## src/rtl/tmr_pkg.sv

```systemverilog
`timescale 1ns/1ps
package tmr_pkg;

   typedef enum logic [1:0] {
      SEL_CTL = 2'd0,
      SEL_CCA = 2'd1,
      SEL_CCB = 2'd2,
      SEL_CNT = 2'd3
   } reg_sel_e;

   localparam int CTL_BITS = 4;

   typedef struct packed {
      logic capb;   // bit 3
      logic capa;   // bit 2
      logic clr;    // bit 1
      logic init;   // bit 0
   } ctl_t;

endpackage

```

## src/rtl/tmr_ctl.sv

```systemverilog
`timescale 1ns/1ps
module tmr_ctl
   import tmr_pkg::*;
#(
   parameter int W = 16
) (
   input  logic         clk,
   input  logic         rst_n,
   input  logic         wr_en,
   input  logic [1:0]   wr_addr,
   input  logic [W-1:0] wr_data,
   output ctl_t         ctl
);

   always_ff @(posedge clk or negedge rst_n) begin
      if (!rst_n) begin
         ctl <= '0;
      end else if (wr_en && (reg_sel_e'(wr_addr) == SEL_CTL)) begin
         ctl <= ctl_t'(wr_data[CTL_BITS-1:0]);
      end
   end

endmodule

```

## src/rtl/tmr_cc_chan.sv

```systemverilog
`timescale 1ns/1ps
module tmr_cc_chan #(
   parameter int W = 16
) (
   input  logic         clk,
   input  logic         rst_n,
   input  logic         cap_mode,
   input  logic         trig,
   input  logic         wr_hit,
   input  logic [W-1:0] wr_data,
   input  logic [W-1:0] cnt,
   input  logic         cnt_en,
   input  logic         init,
   output logic [W-1:0] cc_val,
   output logic         cap_evt,
   output logic         match
);

   logic trig_q;

   always_ff @(posedge clk or negedge rst_n) begin
      if (!rst_n) begin
         trig_q <= 1'b0;
      end else begin
         trig_q <= trig;
      end
   end

   assign cap_evt = cap_mode & trig & ~trig_q;
   assign match   = cnt_en & ~init & ~cap_mode & (cnt == cc_val);

   always_ff @(posedge clk or negedge rst_n) begin
      if (!rst_n) begin
         cc_val <= '0;
      end else if (cap_evt) begin
         cc_val <= cnt;
      end else if (wr_hit) begin
         cc_val <= wr_data;
      end
   end

endmodule

```

## src/rtl/tmr_counter.sv

```systemverilog
`timescale 1ns/1ps
module tmr_counter #(
   parameter int W = 16
) (
   input  logic         clk,
   input  logic         rst_n,
   input  logic         init,
   input  logic         clr,
   input  logic         cnt_en,
   input  logic         cnt_down,
   input  logic         cap_a_evt,
   input  logic         match_a_in,
   input  logic         match_b_in,
   input  logic [W-1:0] cca,
   output logic [W-1:0] cnt,
   output logic         match_a,
   output logic         match_b,
   output logic         ovf,
   output logic         unf
);

   localparam logic [W-1:0] ALL_ONES = '1;
   localparam logic [W-1:0] ONE      = W'(1);

   logic [W-1:0] cnt_nxt;
   logic         ovf_nxt, unf_nxt, cap_clr;

   assign cap_clr = clr & cap_a_evt;

   always_comb begin
      cnt_nxt = cnt;
      ovf_nxt = 1'b0;
      unf_nxt = 1'b0;
      if (init) begin
         cnt_nxt = '0;
      end else if (cap_clr) begin
         cnt_nxt = '0;
      end else if (cnt_en) begin
         if (!cnt_down && (cnt == ALL_ONES)) begin
            cnt_nxt = '0;
            ovf_nxt = 1'b1;
         end else if (cnt_down && (cnt == '0)) begin
            cnt_nxt = clr ? cca : ALL_ONES;
            unf_nxt = 1'b1;
         end else if (match_a_in && clr) begin
            cnt_nxt = '0;
         end else if (cnt_down) begin
            cnt_nxt = cnt - ONE;
         end else begin
            cnt_nxt = cnt + ONE;
         end
      end
   end

   always_ff @(posedge clk or negedge rst_n) begin
      if (!rst_n) begin
         cnt     <= '0;
         ovf     <= 1'b0;
         unf     <= 1'b0;
         match_a <= 1'b0;
         match_b <= 1'b0;
      end else begin
         cnt     <= cnt_nxt;
         ovf     <= ovf_nxt;
         unf     <= unf_nxt;
         match_a <= match_a_in;
         match_b <= match_b_in;
      end
   end

endmodule

```

## src/rtl/updn_cc_timer.sv

```systemverilog
`timescale 1ns/1ps
module updn_cc_timer
   import tmr_pkg::*;
#(
   parameter int CNT_W = 16
) (
   input  logic             clk,
   input  logic             rst_n,
   input  logic             bus_wr_en,
   input  logic [1:0]       bus_wr_addr,
   input  logic [CNT_W-1:0] bus_wdata,
   input  logic [1:0]       bus_rd_addr,
   output logic [CNT_W-1:0] bus_rdata,
   input  logic             cnt_en,
   input  logic             cnt_down,
   input  logic             cap_trig_a,
   input  logic             cap_trig_b,
   output logic             match_a,
   output logic             match_b,
   output logic             ovf,
   output logic             unf
);

   localparam int N_CH = 2;

   generate
      if (CNT_W < CTL_BITS) begin : g_bad_width
         $error("updn_cc_timer: CNT_W must be at least %0d", CTL_BITS);
      end
   endgenerate

   ctl_t             ctl_q;
   logic             ctl_init, ctl_clr;
   logic [CNT_W-1:0] cnt_q;
   logic [N_CH-1:0]  ch_mode, ch_trig, ch_wr, ch_cap, ch_match;
   logic [CNT_W-1:0] ch_val [N_CH];

   assign ctl_init = ctl_q.init;
   assign ctl_clr  = ctl_q.clr;

   tmr_ctl #(.W(CNT_W)) ctl_i (
      .clk     (clk),
      .rst_n   (rst_n),
      .wr_en   (bus_wr_en),
      .wr_addr (bus_wr_addr),
      .wr_data (bus_wdata),
      .ctl     (ctl_q)
   );

   assign ch_mode = {ctl_q.capb, ctl_q.capa};
   assign ch_trig = {cap_trig_b, cap_trig_a};
   assign ch_wr   = {bus_wr_en && (reg_sel_e'(bus_wr_addr) == SEL_CCB),
                     bus_wr_en && (reg_sel_e'(bus_wr_addr) == SEL_CCA)};

   generate
      for (genvar c = 0; c < N_CH; c++) begin : g_ch
         tmr_cc_chan #(.W(CNT_W)) chan_i (
            .clk      (clk),
            .rst_n    (rst_n),
            .cap_mode (ch_mode[c]),
            .trig     (ch_trig[c]),
            .wr_hit   (ch_wr[c]),
            .wr_data  (bus_wdata),
            .cnt      (cnt_q),
            .cnt_en   (cnt_en),
            .init     (ctl_init),
            .cc_val   (ch_val[c]),
            .cap_evt  (ch_cap[c]),
            .match    (ch_match[c])
         );
      end
   endgenerate

   tmr_counter #(.W(CNT_W)) cnt_i (
      .clk        (clk),
      .rst_n      (rst_n),
      .init       (ctl_init),
      .clr        (ctl_clr),
      .cnt_en     (cnt_en),
      .cnt_down   (cnt_down),
      .cap_a_evt  (ch_cap[0]),
      .match_a_in (ch_match[0]),
      .match_b_in (ch_match[1]),
      .cca        (ch_val[0]),
      .cnt        (cnt_q),
      .match_a    (match_a),
      .match_b    (match_b),
      .ovf        (ovf),
      .unf        (unf)
   );

   always_comb begin
      bus_rdata = '0;
      case (reg_sel_e'(bus_rd_addr))
         SEL_CTL: bus_rdata[CTL_BITS-1:0] = ctl_q;
         SEL_CCA: bus_rdata = ch_val[0];
         SEL_CCB: bus_rdata = ch_val[1];
         default: bus_rdata = cnt_q;
      endcase
   end

endmodule

```

## config.mk

```make
export PLATFORM = sky130hd
export DESIGN_NAME = updn_cc_timer
export DESIGN_NICKNAME = d
export VERILOG_FILES = /design/src/rtl/tmr_pkg.sv /design/src/rtl/tmr_ctl.sv /design/src/rtl/tmr_cc_chan.sv /design/src/rtl/tmr_counter.sv /design/src/rtl/updn_cc_timer.sv
export SDC_FILE = /design/constraint.sdc
export NUM_CORES = 1
export LEC_CHECK = 0
export ABC_AREA = 1
export BUFFER_PORTS_ARGS = -buffer_cell sky130_fd_sc_hd__clkbuf_2
export CORE_MARGIN = 4
export CORE_UTILIZATION = 60
export CTS_CLUSTER_DIAMETER = 50
export DETAILED_ROUTE_END_ITERATION = 10
export PLACE_DENSITY = 0.88
export SLEW_MARGIN = 20
export SYNTH_ARGS = -nofsm -noshare
export SYNTH_HDL_FRONTEND = slang
export SYNTH_HIERARCHICAL = 1
export SYNTH_SLANG_ARGS = --single-unit
```

## constraint.sdc

```tcl
create_clock -name clk -period 2.1 [get_ports clk]
set_input_delay 0.105 -clock clk [delete_from_list [all_inputs] [get_ports clk]]
set_output_delay 0.105 -clock clk [all_outputs]
set_load 0.01 [all_outputs]
```

==> results.tsv <==
stage	metric	value	unit
die	die width	102	um
clock_tree	CTS clock-pin slew for the worst setup and hold paths	0.08	ns
critical_path	CP startpoint kind	flip-flop	
place	DP HPWL	10900	um
critical_path	Worst Path Max Fanout	7	
global_route	first-pass GRT wire length	24400	um
die	core area	8380	um2
final_layout	area delta synth->final	9.17	%
routing	Vias	5380	
power	total power	6.96	mW
timing	Clock Skew	0.0108	ns
timing	final hold violations	0	
die	Die Ht	102	um
synthesis	number of flops mapped to enable cells by yosys	0	
critical_path	CP Cell Sequence	inv_2, fa_1, inv_1, nand3_1, nand3_1, nand3_1, nand3_1, nand2_1, nand3_1, nand2_1, nand2_1, nand2_1	
outcome	status	finished clean	
critical_path	crit-path most repeated cell	nand3_1	
flow_run	Max-cap violations	0	
timing	final worst slack	0.172	ns
synthesis	flops & latches, synth	58	
routing	DR WL/cell	16.2	um
power	static leakage	3.01	nW
timing	fmax	519	MHz
timing	Tcrit/Tclk final	0.918	
synthesis	Syn Area/Cell	7.04	um2
clock_tree	CTS tree	built	
synthesis	post-synthesis instance total	752	
timing	Final setup violation count	0	
routing	Initial DRC Count	456	
critical_path	CP max-delay cell	dfrtp_2	
final_layout	final core occ	0.689	
final_layout	Layout Nets	842	
critical_path	crit end category	flip-flop	
synthesis	Seq/Total Area, Yosys	0.274	
routing	met2 wire length	6910	um
routing	vias per cell	5.92	
place	area post-placement	5480	um2
global_route	total gr overflow	0	
place	GP Congestion	0.983	
power	PwrDens	1200	nW/um2
critical_path	critical path arrival	2.18	ns
final_layout	number of fill cells	657	
critical_path	crit path kind	reg2reg	
clock_tree	CTS Root Buffer Type	clkbuf_8	
clock_tree	Clock Path Buffers	2	
critical_path	Worst EP required	2.35	ns
routing	met1 wire length	5950	um
place	pre-CTS setup slack	0.0841	ns
clock_tree	H-tree levels	3	
final_layout	Reg area	1470	um2
clock_tree	CTS Buf Count	9	
global_route	vias in the first global route	5009	
routing	Max Used Layer	met4	
critical_path	CP max stage delay	0.47	ns
min_path	Worst Hold Class	in2reg	
timing	max_slew headroom	0.621	
synthesis	Yosys cell types	39	
die	Starting Density	0.631	
routing	Post-DRT Antenna Nets	0	
final_layout	layout cells sized above 1	0.244	
routing	DR pass1 iterations	6	
clock_tree	Worst-Skew Late Latency	0.36	ns
critical_path	Critical path buffers and inverters	2	
synthesis	Post-Syn Nets	794	
routing	Remaining DRCs	0	
final_layout	area taken by multi-input logic gates	3120	um2
power	maximum VDD drop	786	uV
final_layout	n_diodes	0	
global_route	global-route usage over all layers	0.295	
routing	drt total wl	14700	um
routing	wire length on met3	1260	um
synthesis	Synth async-reset ratio	1.00	
die	io pins	47	
timing	Tmin final	1.93	ns
place	I/O Buffers	46	
die	area of the die	10400	um2
final_layout	final instance area	5780	um2
timing	total negative slack	0	ns
global_route	largest net degree at the start of global routing	36	
synthesis	Cell Area, Synth	5290	um2
synthesis	Primary FF master, synth	dfrtp_1	
critical_path	delay-heaviest family, CP	simple AND/OR/NAND/NOR gates	
timing	Worst Max-Slew Pin Slew	0.569	ns
die	row cnt	33	
timing	Slew Limit Fails	0	
synthesis	Warnings, synthesis	6	
clock_tree	clk sinks	58	
global_route	initial antenna violation count	0	
repair_timing:
action / 4_1_cts / 5_1_grt
endpoints found under the hold margin: 20 / 0
resized for setup: 0 / 17
buffers inserted: 0 / 2
hold buffers: 3 / 0
setup endpoints to repair: 0 / 15
cell type report:
cell class / count / share of cell area
clock buffer: 11 / 0.0262
clock inverter: 4 / 0.0130
sequential: 58 / 0.254
tap: 105 / 0.0227
multi-input combinational: 544 / 0.541
inverter: 127 / 0.0836
timing repair buffer: 60 / 0.0593
metal layers:
layer	track usage	vias up
met5	0	-
met2	0.477	353
met1	0.398	2446
met3	0.0355	60
li1	-	2521
met4	0.135	0
metrics by stage:
stage	hold slack [ns]	cells
after floorplan	-0.191	752
after global placement	0.0999	889
after detailed placement	0.104	889
after CTS	0.0211	907
after global routing	0.0349	909
final	0.0325	909
state kept, by name, summed over array words and instances, names as in the netlist:
signal,cells
cnt_i/match_a,1
ctl_i/ctl,4
cnt_i/unf,1
cnt_i/match_b,1
g_ch.chan_i/trig_q,2
g_ch.chan_i/cc_val,32
cnt_i/ovf,1
cnt_i/cnt,16
synthesized netlist by cell type, types with 5 or more instances:
cell,instances,area (um2)
a21oi_1,10,50.1
buf_6,15,169
dfrtp_1,58,1450
ha_1,14,175
inv_1,116,435
inv_2,8,30.0
nand2_1,260,976
nand3_1,72,360
nand3_2,31,310
nand4_1,5,31.3
nor2_1,43,161
nor3_1,10,50.1
nor3_2,12,120
o211ai_2,8,100
o21ai_0,10,50.1
o221ai_2,24,360
o22ai_1,6,37.5
or2_2,6,37.5
final timing paths:
| kind | from | endpoint | slack (ns) | cells past startpoint |
|---|---|---|---|---|
| worst max register to register | cnt_i/cnt[1] | cnt_i/cnt[12] | 0.17 | 12 |
| min in group asynchronous | rst_n | g_ch[1].chan_i/cc_val[11] | 0.28 | 2 |
| worst min-delay path | bus_wdata[1] | ctl_i/ctl[1] | 0.03 | 3 |
| worst min register to register | cnt_i/cnt[2] | cnt_i/cnt[2] | 0.58 | 2 |
| max in group asynchronous | rst_n | cnt_i/cnt[6] | 1.11 | 3 |
| worst max-delay path | cnt_i/cnt[1] | cnt_i/cnt[12] | 0.17 | 12 |
worst reg2reg max path: cells and delay by family, from the launching register on:
| family | cells | cell delay, ns |
|---|---|---|
| and+or+nand+nor | 9 | 0.76 |
| DFF | 1 | 0.47 |
| adders and majority gates | 1 | 0.37 |
| buffers and inverters | 2 | 0.23 |
cells in the final DEF (no fill, tap or decap), drive strengths merged:
master and count:
dfrtp 58, ha 14, a21oi 10, nand3b 4, inv 126, nand2 266, nand4 5, o22ai 7
buf 11, o221ai 24, clkinv 1, o21ai 14, xor2 3, nor3 22, fa 1, nand3 103
clkbuf 57, clkinvlp 2, or2 7, dlygate4sd3 3, nor3b 2, o211ai 12, nor2 50, bufinv 2
report_power, final:
part           internal [mW]  leakage, nW  switching (mW)  total, mW
clock network          0.726        0.108           0.483       1.21
logic                   1.32         2.19            2.28       3.61
registers               1.48        0.717           0.665       2.14
cell families after synthesis:
logic type | share of synthesized area
xor gates and xnor gates | 0.00497
AOI/OAI and AO/OA | 0.126
adders and majority gates | 0.0369
and+or+nand+nor | 0.421
buffers and inverters | 0.137
DFF | 0.274
Power figures use the tool's default switching activity.
